`src/rtl/pll_seq_pkg.sv`:
```
package pll_seq_pkg;

  typedef enum logic [2:0] {
    SQ_IDLE,
    SQ_GATE,
    SQ_DOWN,
    SQ_LOAD,
    SQ_SETTLE,
    SQ_WAIT,
    SQ_ENABLE
  } seqState_e;

  // strobes from the sequencer to the datapath
  typedef struct packed {
    logic loadParams;
    logic chgPd;
    logic chgClkEn;
  } seqStb_t;

endpackage

```
`src/rtl/pll_seq_ctrl.sv`:
```
module pll_seq_ctrl
  import pll_seq_pkg::*;
#(
  parameter int PD_HOLD = 4
) (
  input  logic    clk,
  input  logic    rst_n,
  input  logic    seqArm,
  input  logic    updStrobe,
  input  logic    lockComb,
  output seqStb_t stb
);

  localparam int HW = (PD_HOLD < 2) ? 1 : $clog2(PD_HOLD);
  localparam logic [HW-1:0] HOLD_LAST = HW'(PD_HOLD - 1);

  seqState_e state, nxt;
  logic [HW-1:0] holdCnt;
  logic pending;
  logic trigger;

  assign trigger = seqArm & (updStrobe | pending);

  always_comb begin
    nxt = state;
    unique case (state)
      SQ_IDLE:   if (trigger) nxt = SQ_GATE;
      SQ_GATE:   nxt = SQ_DOWN;
      SQ_DOWN:   if (holdCnt == HOLD_LAST) nxt = SQ_LOAD;
      SQ_LOAD:   nxt = SQ_SETTLE;
      SQ_SETTLE: nxt = SQ_WAIT;
      SQ_WAIT:   if (lockComb) nxt = SQ_ENABLE;
      SQ_ENABLE: nxt = SQ_IDLE;
      default:   nxt = SQ_IDLE;
    endcase
  end

  always_ff @(posedge clk or negedge rst_n) begin
    if (!rst_n) begin
      state   <= SQ_IDLE;
      holdCnt <= '0;
      pending <= 1'b0;
    end else begin
      state <= nxt;
      if (state == SQ_DOWN) holdCnt <= holdCnt + 1'b1;
      else                  holdCnt <= '0;
      if (state == SQ_IDLE && trigger)
        pending <= 1'b0;
      else if (state != SQ_IDLE && updStrobe && seqArm)
        pending <= 1'b1;
    end
  end

  always_comb begin
    stb.loadParams = (state == SQ_LOAD);
    stb.chgPd      = (state == SQ_DOWN) || (state == SQ_LOAD) || (state == SQ_SETTLE);
    stb.chgClkEn   = (state == SQ_IDLE) || (state == SQ_ENABLE);
  end

endmodule

```
`src/rtl/pll_seq_dp.sv`:
```
module pll_seq_dp
  import pll_seq_pkg::*;
#(
  parameter int           SOC_DLY   = 2,
  parameter int           LOCKW     = 16,
  parameter int           FBW       = 12,
  parameter int           FRACW     = 24,
  parameter logic [11:0]  DEF_FBDIV = 12'd40
) (
  input  logic             clk,
  input  logic             rst_n,
  input  logic             hwEn,
  input  logic             seqArm,
  input  logic             swPd,
  input  logic             swClkEn,
  input  logic             socEnable,
  input  logic             pllLockRaw,
  input  logic [LOCKW-1:0] lockWaitCycles,
  input  logic             updStrobe,
  input  logic [FBW-1:0]   newFbdiv,
  input  logic [FRACW-1:0] newFrac,
  input  seqStb_t          stb,
  output logic             lockComb,
  output logic             pllPd,
  output logic             pllClkEn,
  output logic             response,
  output logic [FBW-1:0]   fbdivApplied,
  output logic [FRACW-1:0] fracApplied
);

  logic socOn;
  logic [1:0] lockSync;
  logic [LOCKW-1:0] lockCnt;
  logic lockDone;
  logic [FBW-1:0]   shadowFbdiv;
  logic [FRACW-1:0] shadowFrac;

  // delayed copy of the system enable
  generate
    if (SOC_DLY == 0) begin : g_noDly
      assign socOn = socEnable;
    end else begin : g_dly
      logic [SOC_DLY-1:0] socPipe;
      always_ff @(posedge clk or negedge rst_n) begin
        if (!rst_n) socPipe <= '0;
        else        socPipe <= {socPipe[SOC_DLY-2 >= 0 ? SOC_DLY-2 : 0 : 0], socEnable} & {SOC_DLY{1'b1}};
      end
      assign socOn = socPipe[SOC_DLY-1];
    end
  endgenerate

  always_ff @(posedge clk or negedge rst_n) begin
    if (!rst_n) lockSync <= '0;
    else        lockSync <= {lockSync[0], pllLockRaw};
  end

  assign lockDone = (lockCnt >= lockWaitCycles);
  assign lockComb = lockSync[1] & lockDone;

  always_ff @(posedge clk or negedge rst_n) begin
    if (!rst_n)         lockCnt <= '0;
    else if (pllPd)     lockCnt <= '0;
    else if (!lockDone) lockCnt <= lockCnt + 1'b1;
  end

  always_comb begin
    if (hwEn) begin
      pllPd    = ~socOn | stb.chgPd;
      pllClkEn = lockComb & socEnable & stb.chgClkEn;
    end else begin
      pllPd    = swPd;
      pllClkEn = swClkEn;
    end
  end

  always_ff @(posedge clk or negedge rst_n) begin
    if (!rst_n)                      response <= 1'b0;
    else if (socEnable && pllClkEn)  response <= 1'b1;
    else if (!socEnable && pllPd)    response <= 1'b0;
  end

  always_ff @(posedge clk or negedge rst_n) begin
    if (!rst_n) begin
      shadowFbdiv  <= DEF_FBDIV[FBW-1:0];
      shadowFrac   <= '0;
      fbdivApplied <= DEF_FBDIV[FBW-1:0];
      fracApplied  <= '0;
    end else begin
      if (updStrobe) begin
        shadowFbdiv <= newFbdiv;
        shadowFrac  <= newFrac;
      end
      if (updStrobe && !seqArm) begin
        fbdivApplied <= newFbdiv;
        fracApplied  <= newFrac;
      end else if (stb.loadParams) begin
        fbdivApplied <= shadowFbdiv;
        fracApplied  <= shadowFrac;
      end
    end
  end

endmodule

```
`src/rtl/pll_seq_top.sv`:
```
module pll_seq_top
  import pll_seq_pkg::*;
#(
  parameter int          SOC_DLY   = 2,
  parameter int          PD_HOLD   = 4,
  parameter int          LOCKW     = 16,
  parameter int          FBW       = 12,
  parameter int          FRACW     = 24,
  parameter logic [11:0] DEF_FBDIV = 12'd40
) (
  input  logic             clk,
  input  logic             rst_n,
  input  logic             hwEn,
  input  logic             chgMode,
  input  logic             swPd,
  input  logic             swClkEn,
  input  logic             socEnable,
  input  logic             pllLockRaw,
  input  logic [LOCKW-1:0] lockWaitCycles,
  input  logic             updStrobe,
  input  logic [FBW-1:0]   newFbdiv,
  input  logic [FRACW-1:0] newFrac,
  output logic             pllPd,
  output logic             pllClkEn,
  output logic             response,
  output logic [FBW-1:0]   fbdivApplied,
  output logic [FRACW-1:0] fracApplied
);

  seqStb_t seqStb;
  logic    seqArm;
  logic    lockComb;

  assign seqArm = hwEn & chgMode;

  pll_seq_ctrl #(.PD_HOLD(PD_HOLD)) u_ctrl (
    .clk       (clk),
    .rst_n     (rst_n),
    .seqArm    (seqArm),
    .updStrobe (updStrobe),
    .lockComb  (lockComb),
    .stb       (seqStb)
  );

  pll_seq_dp #(
    .SOC_DLY   (SOC_DLY),
    .LOCKW     (LOCKW),
    .FBW       (FBW),
    .FRACW     (FRACW),
    .DEF_FBDIV (DEF_FBDIV)
  ) u_dp (
    .clk            (clk),
    .rst_n          (rst_n),
    .hwEn           (hwEn),
    .seqArm         (seqArm),
    .swPd           (swPd),
    .swClkEn        (swClkEn),
    .socEnable      (socEnable),
    .pllLockRaw     (pllLockRaw),
    .lockWaitCycles (lockWaitCycles),
    .updStrobe      (updStrobe),
    .newFbdiv       (newFbdiv),
    .newFrac        (newFrac),
    .stb            (seqStb),
    .lockComb       (lockComb),
    .pllPd          (pllPd),
    .pllClkEn       (pllClkEn),
    .response       (response),
    .fbdivApplied   (fbdivApplied),
    .fracApplied    (fracApplied)
  );

endmodule

```
`config.mk`:
```
export PLATFORM = sky130hd
export DESIGN_NAME = pll_seq_top
export DESIGN_NICKNAME = d
export VERILOG_FILES = /design/src/rtl/pll_seq_pkg.sv /design/src/rtl/pll_seq_ctrl.sv /design/src/rtl/pll_seq_dp.sv /design/src/rtl/pll_seq_top.sv
export SDC_FILE = /design/constraint.sdc
export NUM_CORES = 1
export LEC_CHECK = 0
export BUFFER_PORTS_ARGS = -buffer_cell sky130_fd_sc_hd__clkbuf_2
export CORE_ASPECT_RATIO = 1.4
export CORE_MARGIN = 2
export CORE_UTILIZATION = 40
export CTS_CLUSTER_DIAMETER = 30
export DETAILED_ROUTE_END_ITERATION = 12
export SLEW_MARGIN = 10
export SYNTH_ARGS = -nofsm -noshare
export SYNTH_HDL_FRONTEND = slang
export SYNTH_SLANG_ARGS = --single-unit
```
`constraint.sdc`:
```
create_clock -name clk -period 3.66 [get_ports clk]
set_clock_uncertainty 0.2 [all_clocks]
set_input_delay 0.915 -clock clk [delete_from_list [all_inputs] [get_ports clk]]
set_output_delay 0.915 -clock clk [all_outputs]
set_load 0.05 [all_outputs]
```
==> summary.md, run 1 <==
| Metric | Value |
|---|---|
| Status | `finished, final reports clean` |
| Total Power | `3.27 mW` |
| Final setup fails | `0` |
| Multi-input logic area | `2150 um^2` |
| Final hold vios | `0` |
| Top_reg_cell synth | `dfrtp_1` |
| Fmax | `about 280 MHz` |
| Mapped cell area | `4760 um^2` |
| Pin count of the biggest net entering global routing | `46` |
| Tot GR Track Use | `17.6%` |
| Num ports | `100` |
| Area grow syn2layout | `22.8%` |
| CTS Buffer Depth | `2` |
| Num rows | `47` |
| Hold Crit Class | `flip-flop to flip-flop` |
| Clk root buf | `clkbuf_16` |
| Reg-to-Reg Start | `u_dp.lockCnt[0]$_DFFE_PN0P_` |
| Synth Area per Inst | `10.9 um^2` |
| Gpl congestion | `0.806` |
| Setup_tns | `0 ns` |
| Commonest non-fill, non-tap cell in the layout | `clkbuf_2` |
| Worst skew pair latency | `0.33 ns` |
| Leakage | `roughly 3.0 nW` |
| Synth Net Count | `516` |
| Seq cells post-synth | `99` |
| Initial antenna violation count | `0` |
| DRT iter0 DRCs | `83` |
| Routed WL per cell | `15.3 um` |
| Post-route DRC violation count | `0` |
| Clock sink total | `99` |
| CTS Hold Bufs | `0` |
| Final net count | `621` |
| Max IR drop VDD | `roughly 370 uV` |
| Commonest non-fill, non-tap cells in the layout | `clkbuf_2 (97), dfrtp_1 (95), nand2_1 (57)` |
| Worst slew pin tran | `0.724 ns` |
| Detail Route Antenna Nets | `0` |
| Layout cell share with drive strength beyond 1 | `33.1%` |
| Setup crit start kind | `primary input` |
| PwrDens | `558 nW/um^2` |
| H-tree Lvls | `3` |
| Die width | `96.2 um` |
| Vias in the first global route | `3711` |
| CP Capture Type | `output port` |
| Worst hold slack | `0.151 ns` |
| Reg clk slew, reported paths | `roughly 0.07 ns` |
| Final wirelength | `between 10000 and 15000 um` |
| Relative slew slack | `51.7%` |
| Fin crit share | `between 90% and 100%` |
| Reg area | `2480 um^2` |
| Die footprint | `12800 um^2` |
| CTS tree | `built` |
| Antenna diodes | `0` |
| Worst Path Arrival | `~2.5 ns` |
| # fillers | `1080` |
| Via count | `3630` |
| Final worst slack | `a little over 0.04 ns` |
| RSZ-0062 raised after global routing | `false` |
| EDFF count, synth | `0` |
| Core area | `11700 um^2` |
| Worst Path Max Fanout | `2` |
| Post-DP HPWL | `7650 um` |
| Worst path required time | `2.54 ns` |
| Post-Synthesis Cells | `437` |
| Share of flip-flops with an asynchronous set or reset | `100%` |
| Post-DR vias/cell | `approximately 5.2` |
| Total gr overflow | `0` |
| Yosys Warn Count | `0` |
| First-pass DRT Iterations | `4` |
| Seq/Total Area, Yosys | `a little over half` |
| Starting density of the core | `between 40% and 50%` |
| Pins over their slew limit | `0` |
| Die Y | `approximately 130 um` |
| Hold Path Origin | `u_dp.g_dly.socPipe[0]$_DFF_PN0_` |
| Shortest period the worst path allows | `3.62 ns` |
| Max-cap violations | `0` |
| Crit Path Class | `primary input to output port` |
| Global-route wire length before repair | `17500 um` |
| I/O Buffers | `around 100` |
| CTS Buf Count | `9` |
| Setup crit start | `lockWaitCycles[0]` |
| Post-Place Setup Slack | `-0.122 ns` |
| Synth unique cells | `between 40 and 50` |
-- per-stage QoR --
step           std cells  util (%)  cell area, um^2
2_1_floorplan        437         -             4780
3_3_place_gp         677      47.1             5510
3_5_place_dp         677      47.1             5510
4_1_cts              693      50.0             5850
5_1_grt              694      50.0             5850
6_report             694      50.0             5850
-- kinds of logic after synthesis --
family / count (synthesis) / share of synthesized area, %
flops: 99 / 52.1
fa+ha+maj: 18 / 4.73
simple gates: 116 / 12.0
mux: 79 / 17.6
buf+inv: 44 / 3.76
compound gates: 80 / 9.66
xor+xnor: 1 / 0.184
-- flip-flops by register name (all words and copies together), names as in the netlist --
name                flops
u_dp.shadowFrac        24
u_dp.response           1
u_ctrl.state            3
u_ctrl.holdCnt          2
u_dp.fbdivApplied      12
u_dp.lockCnt           16
u_dp.g_dly.socPipe      2
u_dp.fracApplied       24
u_dp.shadowFbdiv       12
u_ctrl.pending          1
u_dp.lockSync           2
-- cell type report --
type	count	area share, %
well taps	147	3.14
multi-input cells	294	36.8
flip-flops and latches	99	42.4
clock buffers	10	3.91
inverters	20	1.28
repair buffers	118	11.2
clock inverters	6	1.26
-- cell usage after synthesis (3+ instances only) --
cell      instances  area (um^2)
nor3_1            3         15.0
dfrtp_1          95         2380
or4_1             5         37.5
inv_1            20         75.1
dfstp_2           4          105
nand2b_1          9         56.3
nor4_1            6         37.5
and2_1            3         18.8
nand3_1           7         35.0
ha_1             18          225
nor2_1           10         37.5
mux2i_1          42          420
nand2_1          57          214
nand4_1           5         31.3
buf_2             5         25.0
mux2_2           37          417
o31ai_1           6         45.0
and3_1            4         25.0
clkbuf_1         17         63.8
a21oi_1          19         95.1
o21ai_0          42          210
-- power breakdown --
part           switching [mW]  internal, mW  total [mW]  leakage [nW]
logic                   0.615         0.303       0.918          1.62
registers               0.121          1.26        1.38          1.21
clock network           0.427         0.539       0.966         0.141
total                    1.16          2.10        3.27          2.98
-- per-layer routing --
| metal | share of wire (%) | global-route usage (%) | vias up |
|---|---|---|---|
| li1 | - | - | 1756 |
| met1 | 41 | 21.5 | 1771 |
| met2 | 52 | 28.9 | 89 |
| met3 | 5.9 | 4.98 | 14 |
| met4 | 1.7 | 6.90 | 0 |
| met5 | 0 | 0 | - |
-- timing repair --
action | in CTS | in global routing
setup endpoints to repair | 1 | 1
pin swaps | 3 | 5
setup buffers | 0 | 2
gates resized for setup | 6 | 1
-- critical path: stages --
cell	delay [ns]
clkbuf_2	0.10
ha_4	0.23
nand2b_4	0.12
a2111o_1	0.46
a32o_2	0.32
nor2_4	0.14
o2bb2ai_4	0.08
buf_12	0.15
-- path summary, 6_finish.rpt --
kind | to | slack [ns] | cells after the start
worst min register to register | u_dp.g_dly.socPipe[1]$_DFF_PN0_ | 0.15 | 0
min in group asynchronous | u_dp.fracApplied[12]$_DFFE_PN0P_ | 0.30 | 1
worst min-delay path | u_dp.g_dly.socPipe[1]$_DFF_PN0_ | 0.15 | 0
max in group asynchronous | u_dp.shadowFbdiv[3]$_DFFE_PN1P_ | 2.25 | 2
worst max register to register | u_dp.lockCnt[12]$_DFFE_PN0P_ | 0.83 | 8
worst max-delay path | pllClkEn | 0.04 | 8
(Power assumes the default switching activity.)
==> run 2: changes to the inputs <==
- ABC_AREA: unset -> 1
- CORE_UTILIZATION: 40 -> 45
- PLACE_DENSITY: unset -> 0.67
- SETUP_SLACK_MARGIN: unset -> 0.05
==> summary.md, run 2 <==
| Metric | Value |
|---|---|
| Seq cells post-synth | `99` |
| Post_cts resized | `0` |
| Sw Share | `39.8%` |
| Detail Route Antenna Nets | `0` |
| Num rows | `45` |
| Clock sink total | `99` |
| Pin count of the biggest net entering global routing | `63` |
| First-pass DRT Iterations | `4` |
| Area grow syn2layout | `18.7%` |
| Die Y | `128 um` |
| Layout cell share with drive strength beyond 1 | `21.3%` |
| Relative slew slack | `51.1%` |
| DRT iter0 DRCs | `around 250` |
| H-tree Lvls | `3` |
| Synth Area in Compound Gates | `13.3%` |
| Met3 WL post-DR | `approximately 570 um` |
| Post-synthesis mux area share | `0%` |
| Yosys Warn Count | `0` |
| M1 WL | `4470 um` |
| # fillers | `1026` |
| Max IR drop VDD | `442 uV` |
| Top_reg_cell synth | `dfrtp_1` |
| I/O Buffers | `99` |
| Max-cap violations | `0` |
| XOR/XNOR share of the synthesized area | `1.96%` |
| Logic pwr share | `around 33%` |
| Clk root buf | `clkbuf_16` |
| Final Non-Filler Cells | `835` |
| Design Area, Final | `5830 um^2` |
| CP delay by family, top | `simple AND/OR/NAND/NOR gates` |
| Synth Net Count | `675` |
| Inst Count DP | `819` |
| Simple-Gate Fraction of Synth Area | `21.1%` |
| Commonest non-fill, non-tap cells in the layout | `nand2_1 (181), clkbuf_2 (98), dfrtp_1 (95)` |
| Vias in the first global route | `4037` |
| Placed standard-cell area | `5510 um^2` |
| Tot GR Track Use | `19.1%` |
| EDFF count, synth | `0` |
| Most Frequent Cell on Critical Path | `nand2_1` |
| Final hold vios | `0` |
| Worst path required time | `2.54 ns` |
| Final wirelength | `10800 um` |
| Hold Crit Class | `flip-flop to flip-flop` |
| Global-route wire length before repair | `18100 um` |
| Routed WL per cell | `12.9 um` |
| Crit path buf inv count | `3` |
| Status | `finished, final reports clean` |
| Commonest non-fill, non-tap cell in the layout | `nand2_1` |
| Final net count | `768` |
| Post-route DRC violation count | `0` |
| Worst slew pin tran | `about 0.73 ns` |
| Yosys top cell by area | `dfrtp_1` |
| Final setup fails | `0` |
| Setup_tns | `0 ns` |
| Worst hold slack | `0.153 ns` |
| Seq/Total Area, Yosys | `50.6%` |
| Crit-path max cell delay | `0.29 ns` |
| Antenna diodes | `0` |
| Sw power | `1.40 mW` |
| CTS Hold Bufs | `0` |
| Part of the power in registers | `40.0%` |
| CTS tree | `built` |
| Met2 routed WL | `between 5000 and 6000 um` |
| Total gr overflow | `0` |
| Synth top cells by count | `nand2_1 (181), dfrtp_1 (95), inv_1 (69), o21ai_0 (69), nor2_1 (30)` |
| Starting density of the core | `45.6%` |
| Die footprint | `11800 um^2` |
| Int Pwr | `2.12 mW` |
| Synth area leaders | `dfrtp_1 (48%), nand2_1 (14%), o21ai_0 (7.0%)` |
| Yosys top cell area share | `48.4%` |
| Worst skew pair latency | `0.34 ns` |
| Top Registers | `u_dp.fracApplied (24), u_dp.shadowFrac (24), u_dp.lockCnt (16)` |
| Core area | `10800 um^2` |
| Pins over their slew limit | `0` |
| Clock share of power | `27.5%` |
| Post-Synthesis Cells | `596` |
| Reg clk slew, reported paths | `0.06 ns` |
| CTS Buffer Depth | `2` |
| Largest family of logic cells by synthesized area | `simple AND/OR/NAND/NOR gates` |
| Worst Path Max Fanout | `2` |
| Fmax | `around 290 MHz` |
| Shortest period the worst path allows | `roughly 3.5 ns` |
| Fin crit share | `94.3%` |
| Share of the core filled with cells | `54.2%` |
| Share of flip-flops with an asynchronous set or reset | `100%` |
| Num ports | `100` |
| Via count | `between 4k and 5k` |
| Critical path's slowest cell | `ha_1` |
| CP Capture Type | `output port` |
| CTS Buf Count | `9` |
| PwrDens | `605 nW/um^2` |
| Post-DR vias/cell | `5.02` |
| Die width | `approximately 90 um` |
| Initial antenna violation count | `0` |
| Synth Area per Inst | `8.24 um^2` |
| Area share of fa/ha/maj cells after synthesis | `4.59%` |
| Leakage | `roughly 3.0 nW` |
| Post-DP HPWL | `around 7700 um` |
| Gpl congestion | `0.887` |
| Uppermost layer routed | `met4` |
| Buffers inserted by post-CTS timing repair | `0` |
| Crit Path Class | `primary input to output port` |
| Worst Path Arrival | `2.34 ns` |
| Synth unique cells | `33` |
| Mapped cell area | `4910 um^2` |
| RSZ-0062 raised after global routing | `false` |
| Most common cell in the synthesized netlist | `nand2_1` |
| Setup crit start kind | `primary input` |
| Cells along the critical path | `clkbuf_2 -> inv_1 -> ha_1 -> nand2_1 -> nor2_1 -> nor2_1 -> nand2_1 -> nand2_1 -> nand2_1 -> nand2_1 -> nand2_1 -> nand3_1 -> nand2_1 -> clkbuf_2` |
==> run 2: cell count changes after synthesis, sizes merged, moves of 6 or more <==
| cell | delta |
|---|---|
| nand2 | +127 |
| nor4 | -6 |
| nand2b | -10 |
| mux2i | -42 |
| o21ai | +37 |
| nor2 | +22 |
| o311ai | +9 |
| mux2 | -37 |
| inv | +57 |
| nor3 | +6 |
| nand3 | +15 |
| xor2 | +10 |
==> run 2: final cells by class <==
cell class	count	area (um^2)	share of cell area, %
Sequential cell	99	2480	42.6
Multi-Input combinational cell	397	2010	34.5
Timing Repair Buffer	105	556	9.54
Inverter	77	289	4.96
Clock buffer	10	239	4.10
Tap cell	141	176	3.03
Clock inverter	6	72.6	1.25
==> run 2: final timing paths <==
check                                                        to  cells after the start  slack (ns)                             from
worst max-delay path                                   pllClkEn                     14        0.21                lockWaitCycles[3]
worst min-delay path            u_dp.g_dly.socPipe[1]$_DFF_PN0_                      0        0.15  u_dp.g_dly.socPipe[0]$_DFF_PN0_
worst max register to register     u_dp.lockCnt[13]$_DFFE_PN0P_                     14        1.38      u_dp.lockCnt[3]$_DFFE_PN0P_
worst min register to register  u_dp.g_dly.socPipe[1]$_DFF_PN0_                      0        0.15  u_dp.g_dly.socPipe[0]$_DFF_PN0_
max in group asynchronous       u_dp.shadowFbdiv[5]$_DFFE_PN1P_                      2        2.07                            rst_n
min in group asynchronous           u_dp.lockCnt[4]$_DFFE_PN0P_                      1        0.44                            rst_n
==> run 2: cell families (layout without fill, tap and decap cells) <==
| family | Yosys count | in the layout |
|---|---|---|
| AOI/OAI and AO/OA | 116 | 116 |
| xor gates and xnor gates | 11 | 11 |
| adders and majority gates | 18 | 18 |
| buffers and inverters | 100 | 198 |
| DFF | 99 | 99 |
| and+or+nand+nor | 252 | 252 |
==> run 2: metal layers <==
metal | vias up | GRT usage [%]
li1 | 2099 | -
met2 | 81 | 33.6
met1 | 1997 | 22.5
met3 | 13 | 5.13
met5 | - | 0
met4 | 0 | 6.58
==> run 2: stage by stage <==
stage / setup WS (ns) / power (mW)
2_1_floorplan: 0.373 / 2.27
4_1_cts: 0.159 / 3.58
3_5_place_dp: 0.164 / 2.59
5_1_grt: 0.0686 / 3.74
3_3_place_gp: 0.210 / 2.56
6_report: 0.209 / 3.53
==> run 2: power by group through the flow <==
stage / Combinational (mW) / Sequential [mW] / Clock, mW
2_1_floorplan: 0.414 / 1.86 / 0
3_3_place_gp: 1.14 / 1.43 / 0
3_5_place_dp: 1.16 / 1.43 / 0
4_1_cts: 1.16 / 1.41 / 1.00
5_1_grt: 1.25 / 1.44 / 1.05
6_report: 1.14 / 1.41 / 0.970
==> run 3: changes to the inputs <==
--- a/config.mk
+++ b/config.mk
@@ -9,8 +9,8 @@
 export BUFFER_PORTS_ARGS = -buffer_cell sky130_fd_sc_hd__clkbuf_2
 export CORE_ASPECT_RATIO = 1.4
-export CORE_MARGIN = 2
 export CORE_UTILIZATION = 45
 export CTS_CLUSTER_DIAMETER = 30
 export DETAILED_ROUTE_END_ITERATION = 12
+export HOLD_SLACK_MARGIN = 0.02
 export PLACE_DENSITY = 0.67
 export SETUP_SLACK_MARGIN = 0.05
==> constraint.sdc (replaced) <==
create_clock -name clk -period 3.66 [get_ports clk]
set_clock_uncertainty 0.2 [all_clocks]
set_input_delay 0.366 -clock clk [delete_from_list [all_inputs] [get_ports clk]]
set_output_delay 0.366 -clock clk [all_outputs]
set_load 0.05 [all_outputs]
==> summary.md, run 3 (synthesis results as in run 2) <==
| Metric | Value |
|---|---|
| Commonest non-fill, non-tap cells in the layout | `nand2_1 (181), clkbuf_2 (98), dfrtp_1 (95)` |
| Placed standard-cell area | `5480 um^2` |
| Die width | `90.3 um` |
| Area grow syn2layout | `18.3%` |
| Pin count of the biggest net entering global routing | `83` |
| Die footprint | `11300 um^2` |
| Via count | `approximately 4.2k` |
| Shortest period the worst path allows | `between 2 and 3 ns` |
| Initial antenna violation count | `0` |
| Crit Path Class | `flip-flop to output port` |
| Fmax | `361 MHz` |
| Final net count | `between 700 and 800` |
| CTS tree | `built` |
| Relative slew slack | `between 30% and 40%` |
| Clk root buf | `clkbuf_16` |
| Final hold vios | `0` |
| Top Registers | `u_dp.fracApplied (24), u_dp.shadowFrac (24), u_dp.lockCnt (16)` |
| Global-route wire length before repair | `18900 um` |
| Post-DR vias/cell | `5.00` |
| # fillers | `1005` |
| Fin crit share | `75.7%` |
| Post-route DRC violation count | `0` |
| CTS Hold Bufs | `2` |
| CP Capture Type | `output port` |
| Multi-input logic area | `2010 um^2` |
| Post-DP HPWL | `a little under 8000 um` |
| Die Y | `about 130 um` |
| Worst skew pair latency | `0.33 ns` |
| Worst Path Arrival | `2.20 ns` |
| Vias in the first global route | `approximately 4.2k` |
| Commonest non-fill, non-tap cell in the layout | `nand2_1` |
| Worst path required time | `3.09 ns` |
| CTS Buffer Depth | `2` |
| Core area | `~11000 um^2` |
| Total gr overflow | `0` |
| Routed WL per cell | `13.3 um` |
| First-pass DRT Iterations | `4` |
| Buffers inserted by post-CTS timing repair | `0` |
| Setup_tns | `0 ns` |
| Final setup fails | `0` |
| RSZ-0062 raised after global routing | `false` |
| Num ports | `100` |
| Leakage | `3.04 nW` |
| Worst Path Max Fanout | `6` |
| PwrDens | `around 600 nW/um^2` |
| Starting density of the core | `46.7%` |
| Reg area | `2480 um^2` |
| Status | `finished, final reports clean` |
| Num rows | `44` |
| Tot GR Track Use | `20.8%` |
| Setup crit start kind | `flip-flop` |
| Gpl congestion | `0.930` |
| Final wirelength | `about 11000 um` |
| Final worst slack | `0.891 ns` |
| Clock sink total | `99` |
| Reg clk slew, reported paths | `0.06 ns` |
| Layout cell share with drive strength beyond 1 | `about a fifth` |
| Hold Crit Class | `primary input to async pin` |
| Post_cts resized | `0` |
| Pins over their slew limit | `0` |
| Detail Route Antenna Nets | `0` |
| DRT iter0 DRCs | `248` |
| Design Area, Final | `~5800 um^2` |
| Total Power | `3.53 mW` |
| Antenna diodes | `0` |
| I/O Buffers | `roughly 100` |
| Post-Place Setup Slack | `1.21 ns` |
| Worst slew pin tran | `1.03 ns` |
| CTS Buf Count | `9` |
| Worst hold slack | `0.0257 ns` |
| Max-cap violations | `0` |
| Max IR drop VDD | `358 uV` |
| H-tree Lvls | `3` |
## run 3: power breakdown
| group | internal [mW] | switching [mW] | leakage [nW] |
|---|---|---|---|
| logic | 0.271 | 0.875 | 1.67 |
| registers | 1.30 | 0.124 | 1.21 |
| clock network | 0.566 | 0.392 | 0.153 |
## run 3: worst paths after layout
check	from	end	slack (ns)	cells past startpoint
max	u_dp.lockCnt[3]$_DFFE_PN0P_	pllClkEn	0.89	12
max reg2reg	u_dp.lockCnt[0]$_DFFE_PN0P_	u_dp.lockCnt[13]$_DFFE_PN0P_	1.39	14
min	rst_n	u_dp.fracApplied[13]$_DFFE_PN0P_	0.03	1
max in group asynchronous	rst_n	u_dp.shadowFbdiv[3]$_DFFE_PN1P_	2.34	2
min in group clk	newFbdiv[5]	u_dp.shadowFbdiv[5]$_DFFE_PN1P_	0.04	3
min reg2reg	u_dp.g_dly.socPipe[0]$_DFF_PN0_	u_dp.g_dly.socPipe[1]$_DFF_PN0_	0.16	0
## run 3: per-layer routing
metal	vias to the layer above	wire, um	GRT usage, %
met5	-	0	0
met4	0	199	7.97
met3	14	398	4.08
met2	86	5500	37.0
met1	1972	4950	24.8
li1	2091	-	-
## run 3: final cells by class
| cell class | count | area share (%) |
|---|---|---|
| repair buffers | 105 | 9.44 |
| clock buffers | 12 | 4.42 |
| multi-input cells | 397 | 34.6 |
| flip-flops and latches | 99 | 42.7 |
| well taps | 138 | 2.97 |
| clock inverters | 4 | 0.840 |
| inverters | 77 | 4.98 |
## run 3: critical path, stage by stage (launching register included)
cell and delay (ns):
dfrtp_1 0.45, ha_1 0.33, nand2_1 0.07, nor2_1 0.10, nor2_1 0.04, nand2_1 0.06, nand2_1 0.05, nand2_1 0.10
nand2_1 0.06, nand2_1 0.17, nand3_1 0.10, nand2_1 0.09, clkbuf_2 0.27
## run 3: metrics by stage
stage,cells,util [%]
after floorplan,596,-
after global placement,814,52.1
after detailed placement,814,52.1
after CTS,832,55.2
after global routing,832,55.2
final,832,55.2
